==> config.mk <==
export PLATFORM = sky130hd
export DESIGN_NAME = uart_rx_errfifo
export DESIGN_NICKNAME = d
export VERILOG_FILES = /design/src/rtl/uart_rx_pkg.sv /design/src/rtl/uart_rx_frame.sv /design/src/rtl/uart_rx_fifo.sv /design/src/rtl/uart_rx_sticky.sv /design/src/rtl/uart_rx_errfifo.sv
export SDC_FILE = /design/constraint.sdc
export NUM_CORES = 1
export LEC_CHECK = 0
export BUFFER_PORTS_ARGS = -buffer_cell sky130_fd_sc_hd__clkbuf_2
export CAP_MARGIN = 20
export CELL_PAD_IN_SITES_DETAIL_PLACEMENT = 2
export CELL_PAD_IN_SITES_GLOBAL_PLACEMENT = 2
export CORE_MARGIN = 2
export CORE_UTILIZATION = 51
export CTS_CLUSTER_SIZE = 25
export DETAILED_ROUTE_END_ITERATION = 12
export GPL_TIMING_DRIVEN = 0
export MAX_ROUTING_LAYER = met4
export PLACE_DENSITY_LB_ADDON = 0.12
export SYNTH_ARGS = -nofsm -noshare
export SYNTH_HDL_FRONTEND = slang
export SYNTH_SLANG_ARGS = --single-unit
==> constraint.sdc <==
create_clock -name clk_i -period 7.1 [get_ports clk_i]
set_input_delay 0.71 -clock clk_i [delete_from_list [all_inputs] [get_ports clk_i]]
set_output_delay 0.71 -clock clk_i [all_outputs]
set_load 0.02 [all_outputs]
==> src/rtl/uart_rx_pkg.sv <==
package uart_rx_pkg;
  localparam int unsigned DATA_W = 8;
  localparam int unsigned OSR    = 16;

  typedef struct packed {
    logic              fer;
    logic              per;
    logic [DATA_W-1:0] data;
  } rx_entry_t;

  typedef enum logic [2:0] {
    ST_IDLE, ST_START, ST_DATA, ST_PAR, ST_STOP, ST_SKIP
  } rx_state_e;
endpackage

==> src/rtl/uart_rx_frame.sv <==
module uart_rx_frame
  import uart_rx_pkg::*;
#(
  parameter int unsigned OVS = OSR
) (
  input  logic      clk_i,
  input  logic      rst_ni,
  input  logic      tick_i,
  input  logic      en_i,
  input  logic      rxd_i,
  input  logic      par_en_i,
  input  logic      par_odd_i,
  input  logic      stop2_i,
  input  logic      len8_i,
  output logic      push_o,
  output rx_entry_t entry_o
);
  localparam int unsigned CW   = $clog2(OVS);
  localparam int unsigned BW   = $clog2(DATA_W);
  localparam logic [CW-1:0] HALF = CW'(OVS/2 - 1);
  localparam logic [CW-1:0] FULL = CW'(OVS - 1);

  rx_state_e         state_q;
  logic [CW-1:0]     cnt_q;
  logic [BW-1:0]     bit_q;
  logic [DATA_W-1:0] sh_q;
  logic              par_q;
  logic              prev_q;
  logic [BW-1:0]     last_bit;
  logic              bit_end;
  logic [DATA_W-1:0] data_w;

  assign last_bit = len8_i ? BW'(DATA_W-1) : BW'(DATA_W-2);
  assign bit_end  = (cnt_q == FULL);

  always_ff @(posedge clk_i or negedge rst_ni) begin
    if (!rst_ni) prev_q <= 1'b1;
    else if (tick_i) prev_q <= rxd_i;
  end

  always_ff @(posedge clk_i or negedge rst_ni) begin
    if (!rst_ni) begin
      state_q <= ST_IDLE;
      cnt_q   <= '0;
      bit_q   <= '0;
      sh_q    <= '0;
      par_q   <= 1'b0;
    end else if (!en_i) begin
      state_q <= ST_IDLE;
      cnt_q   <= '0;
    end else if (tick_i) begin
      unique case (state_q)
        ST_IDLE: begin
          cnt_q <= '0;
          if (prev_q && !rxd_i) state_q <= ST_START;
        end
        ST_START: begin
          if (cnt_q == HALF) begin
            cnt_q   <= '0;
            bit_q   <= '0;
            state_q <= rxd_i ? ST_IDLE : ST_DATA;
          end else cnt_q <= cnt_q + 1'b1;
        end
        ST_DATA: begin
          cnt_q <= cnt_q + 1'b1;
          if (bit_end) begin
            sh_q <= {rxd_i, sh_q[DATA_W-1:1]};
            if (bit_q == last_bit) state_q <= par_en_i ? ST_PAR : ST_STOP;
            else bit_q <= bit_q + 1'b1;
          end
        end
        ST_PAR: begin
          cnt_q <= cnt_q + 1'b1;
          if (bit_end) begin
            par_q   <= rxd_i;
            state_q <= ST_STOP;
          end
        end
        ST_STOP: begin
          cnt_q <= cnt_q + 1'b1;
          if (bit_end) state_q <= stop2_i ? ST_SKIP : ST_IDLE;
        end
        ST_SKIP: begin
          cnt_q <= cnt_q + 1'b1;
          if (bit_end) state_q <= ST_IDLE;
        end
        default: state_q <= ST_IDLE;
      endcase
    end
  end

  // 7-bit frames end one position high in the shifter
  assign data_w = len8_i ? sh_q : {1'b0, sh_q[DATA_W-1:1]};

  assign push_o       = en_i && tick_i && (state_q == ST_STOP) && bit_end;
  assign entry_o.data = data_w;
  assign entry_o.fer  = !rxd_i;
  assign entry_o.per  = par_en_i && ((^data_w) ^ par_q ^ par_odd_i);
endmodule

==> src/rtl/uart_rx_fifo.sv <==
module uart_rx_fifo #(
  parameter int unsigned WIDTH = 10,
  parameter int unsigned DEPTH = 16
) (
  input  logic             clk_i,
  input  logic             rst_ni,
  input  logic             push_i,
  input  logic [WIDTH-1:0] wdata_i,
  input  logic             pop_i,
  output logic [WIDTH-1:0] rdata_o,
  output logic             empty_o,
  output logic             full_o,
  output logic             drop_o
);
  localparam int unsigned AW = $clog2(DEPTH);

  logic [WIDTH-1:0] mem_q [DEPTH];
  logic [AW-1:0]    wr_q, rd_q;
  logic [AW:0]      cnt_q;
  logic             do_push, do_pop;

  assign full_o  = (cnt_q == (AW+1)'(DEPTH));
  assign empty_o = (cnt_q == '0);
  assign do_push = push_i && !full_o;
  assign do_pop  = pop_i && !empty_o;
  assign drop_o  = push_i && full_o;
  assign rdata_o = mem_q[rd_q];

  always_ff @(posedge clk_i) begin
    if (do_push) mem_q[wr_q] <= wdata_i;
  end

  always_ff @(posedge clk_i or negedge rst_ni) begin
    if (!rst_ni) begin
      wr_q  <= '0;
      rd_q  <= '0;
      cnt_q <= '0;
    end else begin
      if (do_push) wr_q <= wr_q + 1'b1;
      if (do_pop)  rd_q <= rd_q + 1'b1;
      cnt_q <= cnt_q + (AW+1)'(do_push) - (AW+1)'(do_pop);
    end
  end
endmodule

==> src/rtl/uart_rx_sticky.sv <==
module uart_rx_sticky #(
  parameter int unsigned NFLAG = 2
) (
  input  logic             clk_i,
  input  logic             rst_ni,
  input  logic [NFLAG-1:0] set_i,
  input  logic             rd_i,
  input  logic             wr_i,
  input  logic [NFLAG-1:0] wdata_i,
  output logic [NFLAG-1:0] flag_o
);
  for (genvar g = 0; g < NFLAG; g++) begin : g_flag
    logic flag_q, arm_q;
    always_ff @(posedge clk_i or negedge rst_ni) begin
      if (!rst_ni) begin
        flag_q <= 1'b0;
        arm_q  <= 1'b0;
      end else begin
        if (wr_i)      arm_q <= 1'b0;
        else if (rd_i) arm_q <= flag_q;
        // a new event outranks a clear in the same cycle
        if (set_i[g])                           flag_q <= 1'b1;
        else if (wr_i && arm_q && !wdata_i[g])  flag_q <= 1'b0;
      end
    end
    assign flag_o[g] = flag_q;
  end
endmodule

==> src/rtl/uart_rx_errfifo.sv <==
module uart_rx_errfifo
  import uart_rx_pkg::*;
#(
  parameter int unsigned FIFO_DEPTH = 16,
  parameter int unsigned OVS        = OSR,
  parameter int unsigned SYNC_N     = 2
) (
  input  logic              clk_i,
  input  logic              rst_ni,
  input  logic              tick_i,
  input  logic              rxd_i,
  input  logic              rx_en_i,
  input  logic              par_en_i,
  input  logic              par_odd_i,
  input  logic              stop2_i,
  input  logic              len8_i,
  input  logic              st_rd_i,
  input  logic              st_wr_i,
  input  logic [1:0]        st_wdata_i,
  output logic              err_o,
  output logic              ovr_o,
  input  logic              fifo_pop_i,
  output logic [DATA_W-1:0] fifo_data_o,
  output logic              fifo_fer_o,
  output logic              fifo_per_o,
  output logic              fifo_empty_o,
  output logic              fifo_full_o
);
  localparam int unsigned EW = $bits(rx_entry_t);

  logic [SYNC_N-1:0] sync_q;
  logic              push;
  rx_entry_t         entry, head;
  logic              drop;
  logic [1:0]        flags;

  always_ff @(posedge clk_i or negedge rst_ni) begin
    if (!rst_ni) sync_q <= '1;
    else         sync_q <= {sync_q[SYNC_N-2:0], rxd_i};
  end

  uart_rx_frame #(.OVS(OVS)) frame_i (
    .clk_i, .rst_ni, .tick_i,
    .en_i      (rx_en_i),
    .rxd_i     (sync_q[SYNC_N-1]),
    .par_en_i, .par_odd_i, .stop2_i, .len8_i,
    .push_o    (push),
    .entry_o   (entry)
  );

  uart_rx_fifo #(.WIDTH(EW), .DEPTH(FIFO_DEPTH)) fifo_i (
    .clk_i, .rst_ni,
    .push_i  (push),
    .wdata_i (entry),
    .pop_i   (fifo_pop_i),
    .rdata_o (head),
    .empty_o (fifo_empty_o),
    .full_o  (fifo_full_o),
    .drop_o  (drop)
  );

  uart_rx_sticky #(.NFLAG(2)) sticky_i (
    .clk_i, .rst_ni,
    .set_i   ({drop, push && (entry.fer || entry.per)}),
    .rd_i    (st_rd_i),
    .wr_i    (st_wr_i),
    .wdata_i (st_wdata_i),
    .flag_o  (flags)
  );

  assign err_o       = flags[0];
  assign ovr_o       = flags[1];
  assign fifo_data_o = head.data;
  assign fifo_fer_o  = head.fer;
  assign fifo_per_o  = head.per;
endmodule

Word-level counts from Yosys, hierarchy flattened
Memory sizes are Yosys's and may differ from the RTL's.
Cells that the tools add are included.
Storage, ports and cells
  memories kept: 1
  latch bits: 0
  ROM bits: 0
  register bits after elaboration: 39
  memory bits (writable): 160
  word-level logic and storage cells: 109
  output and inout port bits: 14
  input bits: 14
Memory list
  fifo_i.mem_q: depth 16, width 10, read ports 1, clocked after memory_dff 0, wr ports 1, RTL line uart_rx_fifo.sv:17  | logic [WIDTH-1:0] mem_q [DEPTH];
Operators by class
  order comparisons: 0
  mux-type cells: 33
  add/subtract/negate cells: 6
  multipliers: 0
  div/mod/pow operators: 0
  bitwise gates (word level): 2
  equality and inequality tests: 21
  shift-type cells: 0
  reductions and logical operators: 32
Operator list (number)
  $mux 3: 14
  $ne 3x2->1 const B: 7
  $pmux 3 s6: 1
  $logic_and 1x1->1: 13
  $add 4x1->4 const B: 3
  $mux 4: 3
  $pmux 4 s3: 1
  $mux 1: 11
  $mux 8: 1
  $reduce_and 4->1: 2
  $reduce_and 8->1: 1
  $reduce_bool 2->1: 4
  $reduce_xor 8->1: 1
  $eq 3x2->1 const B: 2
  $eq 3x3->1 const B: 2
  $pmux 3 s2: 1
  $reduce_and 6->1: 1
  $add 5x1->5: 1
  $eq 5x5->1 const B: 1
  $logic_not 1->1: 5
  $logic_not 5->1: 1
  $sub 5x1->5: 1
  $eq 4x3->1 const B: 1
  $eq 4x4->1 const B: 1
  other kinds (12): 15

Depth between registers and ports, before layout
  depth in word-level cells: 8
  mapped depth: 13
  depth with buffers taken out: 12

Hierarchy
From an unflattened synthesis, not the netlist that was laid out.
Unflattened totals
  cell total of the unflattened synthesis: 519
  area, all modules: 8539.4 um^2
By module, submodules not included
  uart_rx_fifo: seq. area each 5129.9 um^2, area each 6974.2 um^2, times used 1, cells each 375
  uart_rx_frame: seq. area each 501.7 um^2, area each 1335.0 um^2, times used 1, cells each 125
  uart_rx_sticky: seq. area each 100.1 um^2, area each 170.2 um^2, times used 1, cells each 16
  uart_rx_errfifo: seq. area each 52.6 um^2, area each 60.1 um^2, times used 1, cells each 3

Worst setup path after synthesis
Ideal clock, no wire load.
  path type: flip-flop to flip-flop
  start point: register fifo_i.cnt_q[3]
  end point: register fifo_i.cnt_q[4]
  required time: 6977 ps
  arrival time: 2936 ps
  buffers on the path: 1
  slack: 4041 ps
  stages on the path, launching flop included: 14
  setup time: 123 ps
  period minus slack after synthesis: 3059 ps
  path through: dfrtp_1 > inv_1 > ha_1 > nor4b_1 > nor2b_1 > clkbuf_1 > ha_1 > inv_1 > ha_1 > fa_1 > a21oi_1 > nor2_1 > nor2_1 > xnor2_1
Between the ends
  elaborated cells between the ends (all ways): 8
  those cells by class: add/sub (2); eq/ne (1); reduce/logical (5)
RTL lines
  start, declared: RTL line uart_rx_fifo.sv:19  | logic [AW:0] cnt_q;
  start signal, assigned: RTL line uart_rx_fifo.sv:41  | cnt_q <= cnt_q + (AW+1)'(do_push) - (AW+1)'(do_pop);
  $logic_not 5->1: RTL line uart_rx_fifo.sv:23  | assign empty_o = (cnt_q == '0);
  net fifo_empty_o: RTL line uart_rx_errfifo.sv:26  | output logic fifo_empty_o,
  $logic_not 1->1: RTL line uart_rx_fifo.sv:25  | assign do_pop = pop_i && !empty_o;
  $logic_and 1x1->1: RTL line uart_rx_fifo.sv:25
  net fifo_i.do_pop: RTL line uart_rx_fifo.sv:20  | logic do_push, do_pop;
  $sub 5x1->5: RTL line uart_rx_fifo.sv:41
The timed path passes the listed nets, and every way through them passes these cells.
A chain may end at the register's enable or synchronous reset.

Final worst setup path
  start point: register fifo_i.rd_q[1]
  end point: output port fifo_data_o[6]
Between the ends
  longest elaborated chain between the ends: 1
RTL lines
  start, declared: RTL line uart_rx_fifo.sv:18  | logic [AW-1:0] wr_q, rd_q;
  start signal, assigned: RTL line uart_rx_fifo.sv:40  | if (do_pop) rd_q <= rd_q + 1'b1;
  $mem_v2 16x10
  end, declared: RTL line uart_rx_errfifo.sv:23  | output logic [DATA_W-1:0] fifo_data_o,
No other way between the ends.

==> results.md <==
* Status: completed
* Leakage power at 0.00300 uW
* DRC at 0
* Worst R2R Path Depth at 5
* Final #Nets at between 500 and 600
* DR WL/cell at around 32 um
* Mux contribution to synthesized area at between 10% and 20%
* Die outline area at around 17000 um^2
* Seq/Total Area, Yosys at 69.7%
* Finished Layout Cells at ~740
* Final min period at about 3.8 ns
* Inst Count DP at 700
* Ys flop type: edfxtp_1
* H-tree depth at 4
* CP bufs+invs at 3
* Main combinational cell family by area after synthesis: multiplexers
* Hold Path Class: primary input to flip-flop
* #FFs+latches synth at roughly 200
* Total CTS buffers at 17
* Total number of vias at about 4600
* Core ar. at ~16000 um^2
* Setup TNS at 0 ns
* Synth Area in Simple Gates at 5.27%
* Commonest non-fill, non-tap cell in the layout: edfxtp_1
* Cell area after synthesis at slightly above 8000 um^2
* # resized after CTS at 0
* Hold Path Stages at 1
* Complex-gate fraction of the synthesized area at 2.52%
* Vias per cell at between 6 and 7
* Net Count, Synth at between 400 and 500
* Slew Limit Fails at 0
* Reg2reg start: frame_i.state_q[0]
* Rows at 46
* Power Dens Cells at approximately 310 nW/um^2
* Pre-Repair DR Iteration Count at 5
* Post-DP HPWL at about 15000 um
* Total track usage at 29.8%
* Share of layout cells above drive strength 1 at 29.5%
* Mean post-synth cell area at about 18 um^2
* Gr ovfl total at 0
* Ys Warns at 0
* Hold Violations, Final at 0
* Max-cap violations at 0
* Setup Buffers After CTS at 0
* Die X at between 100 and 150 um
* Tot Pwr at between 2000 and 3000 uW
* Unrepaired setup endpoints after global routing: false
* Slew HR at approximately a quarter
* CTS tree: done
* Yosys cell types at 48
* CP max stage delay at around 0.8 ns
* # clock sinks at 199
* Tcrit/Tclk final at 53.7%
* Crit start category: flip-flop
* CP endpoint kind: primary output
* Final Util at 59.1%
* Clock buffer depth at 2
* Crit path DAT at between 3 and 4 ns
* Worst path top cell family by delay: buffers and inverters
* Post-DRT Antenna Nets at 0
* Vias in the first global route at 4980
* Root buffer cell: clkbuf_16
* Global-route wire length before repair at roughly 35000 um
* CP max-delay cell: clkbuf_1
* WL final at roughly 24000 um
* Crit Path Max Fanout at 10
* Fmax at 262 MHz
* Worst-Skew Late Latency at ~0.44 ns
* Filler cells at 1374
* Hold Path End: sync_q[0]
* Top-level port count at 28
* 1st-iter DRT viols at 440
* WP data required at between 6 and 7 ns
* Max IR drop VDD at around 0.00018 V
* Post-Synth Adder-Cell Area at approximately 2.2%
* Asr flop ratio synth at about a fifth
* Diode count at 0
* Most frequent cells in the layout: 160 x edfxtp_1, 50 x mux4_2, 36 x dfrtp_1
* Post-synth EDFFs at 160
* Hold_sp: rxd_i
* Critical path cell sequence: clkbuf_1 > clkbuf_1 > mux4_2 > mux4_2 > clkbuf_2
* R2R Path End: fifo_i.mem_q[7][4]
* FF-to-FF setup slack at ~4.1 ns
* Hold Buf Count CTS at 0
* Worst slew pin tran at around 1.1 ns
* Final setup viols at 0
* Global placer's final weighted congestion at between 0.7 and 0.8
* Critical path class: flip-flop to primary output
* Cell count after synthesis at ~460
* Area Overhead vs Synth at 13.1%
* PortBufs at 27
* Clock slew at the register clock pins of the worst setup and hold paths at about 0.07 ns
* Pin count of the biggest net entering global routing at 40
* Clock Skew at roughly 0.012 ns
* Synth Area in XOR/XNOR at under 10%
* Initial antenna violation count at 0
* Initial core utilization at a little over half
* DIE HEIGHT at around 130 um
## state kept, by name, summed over array words and instances, names as in the netlist, 2 cells and up
register                cells
fifo_i.mem_q              160
sticky_i.g_flag.arm_q       2
fifo_i.rd_q                 4
fifo_i.cnt_q                5
frame_i.sh_q                8
fifo_i.wr_q                 4
sticky_i.g_flag.flag_q      2
sync_q                      2
frame_i.bit_q               3
frame_i.cnt_q               4
frame_i.state_q             3
## synth_stat cells, drive strengths merged (2+ instances only)
master	instances	area (um^2)
clkbuf	10	37.5
nand3b	3	22.5
nor2b	6	37.5
and3	3	18.8
mux4	50	1130
a21o	2	15.0
edfxtp	160	4800
nand2b	7	43.8
o21ai	13	65.1
ha	13	163
nand3	3	15.0
nand4	3	18.8
nor2	24	97.6
mux2i	6	60.1
inv	14	52.6
o211ai	2	15.0
nor3	7	35.0
nand2	21	78.8
xnor2	17	149
a21oi	4	20.0
nor3b	3	27.5
xor2	3	26.3
dfrtp	36	901
dfstp	3	78.8
buf	11	68.8
mux2	15	169
## worst max path at each step
stage                     cells past startpoint                  end  slack (ns)       startpoint
after floorplan                              13      fifo_i.cnt_q[4]        4.04  fifo_i.cnt_q[3]
after global placement                        6   fifo_i.mem_q[3][2]        3.47           tick_i
after detailed placement                      6  fifo_i.mem_q[15][7]        3.70           tick_i
after CTS                                     5           fifo_fer_o        3.36   fifo_i.rd_q[1]
after global routing                          5       fifo_data_o[6]        3.23   fifo_i.rd_q[1]
final                                         5       fifo_data_o[6]        3.29   fifo_i.rd_q[1]
## stage by stage
step | setup slack (ns) | area (um^2) | hold WS [ns]
floorplan | 4.04 | 8300 | 0.345
finish | 3.29 | 9390 | 0.346
global placement | 3.47 | 8710 | 0.347
global route | 3.23 | 9390 | 0.332
CTS | 3.36 | 9280 | 0.337
detailed placement | 3.70 | 8740 | 0.350
## report_power, final
| part | switching [uW] | leakage, uW | total (uW) | internal, uW |
|---|---|---|---|---|
| sequential | 31.8 | 0.00169 | 1310 | 1280 |
| combinational | 377 | 0.00105 | 656 | 279 |
| clock | 461 | 0.000254 | 919 | 458 |
| total | 870 | 0.00300 | 2890 | 2020 |
## kinds of logic (layout without fill, tap and decap cells)
logic type	count (synthesis)	count (layout)
and+or+nand+nor	85	85
AOI/OAI and AO/OA	32	32
buffers and inverters	35	107
adders and majority gates	14	14
xor gates and xnor gates	20	20
muxes	71	71
DFF	199	199
## final cells by class
class / instances / area, um^2 / share of cell area (%)
Buffer: 21 / 106 / 1.13
Tap cell: 216 / 270 / 2.88
Clock inverter: 14 / 115 / 1.23
Timing Repair Buffer: 40 / 248 / 2.64
Clock buffer: 18 / 429 / 4.57
Sequential cell: 199 / 5780 / 61.6
Multi-Input combinational cell: 222 / 2380 / 25.4
Inverter: 14 / 52.6 / 0.560
## routing by layer
layer,global-route usage [%],part of all wire (%)
met5,-,0
met4,7.73,1.7
met3,6.02,3.8
met2,50.4,54
met1,37.0,41
## worst register-to-register path: stages, from the launching register on
cell and delay [ns]:
dfrtp_1 0.45, nor3b_2 0.35, or3b_4 0.47, nor2_4 0.24, nand2_1 0.24, nor2_1 0.90
Note: power is estimated with default switching activity, not from simulation.
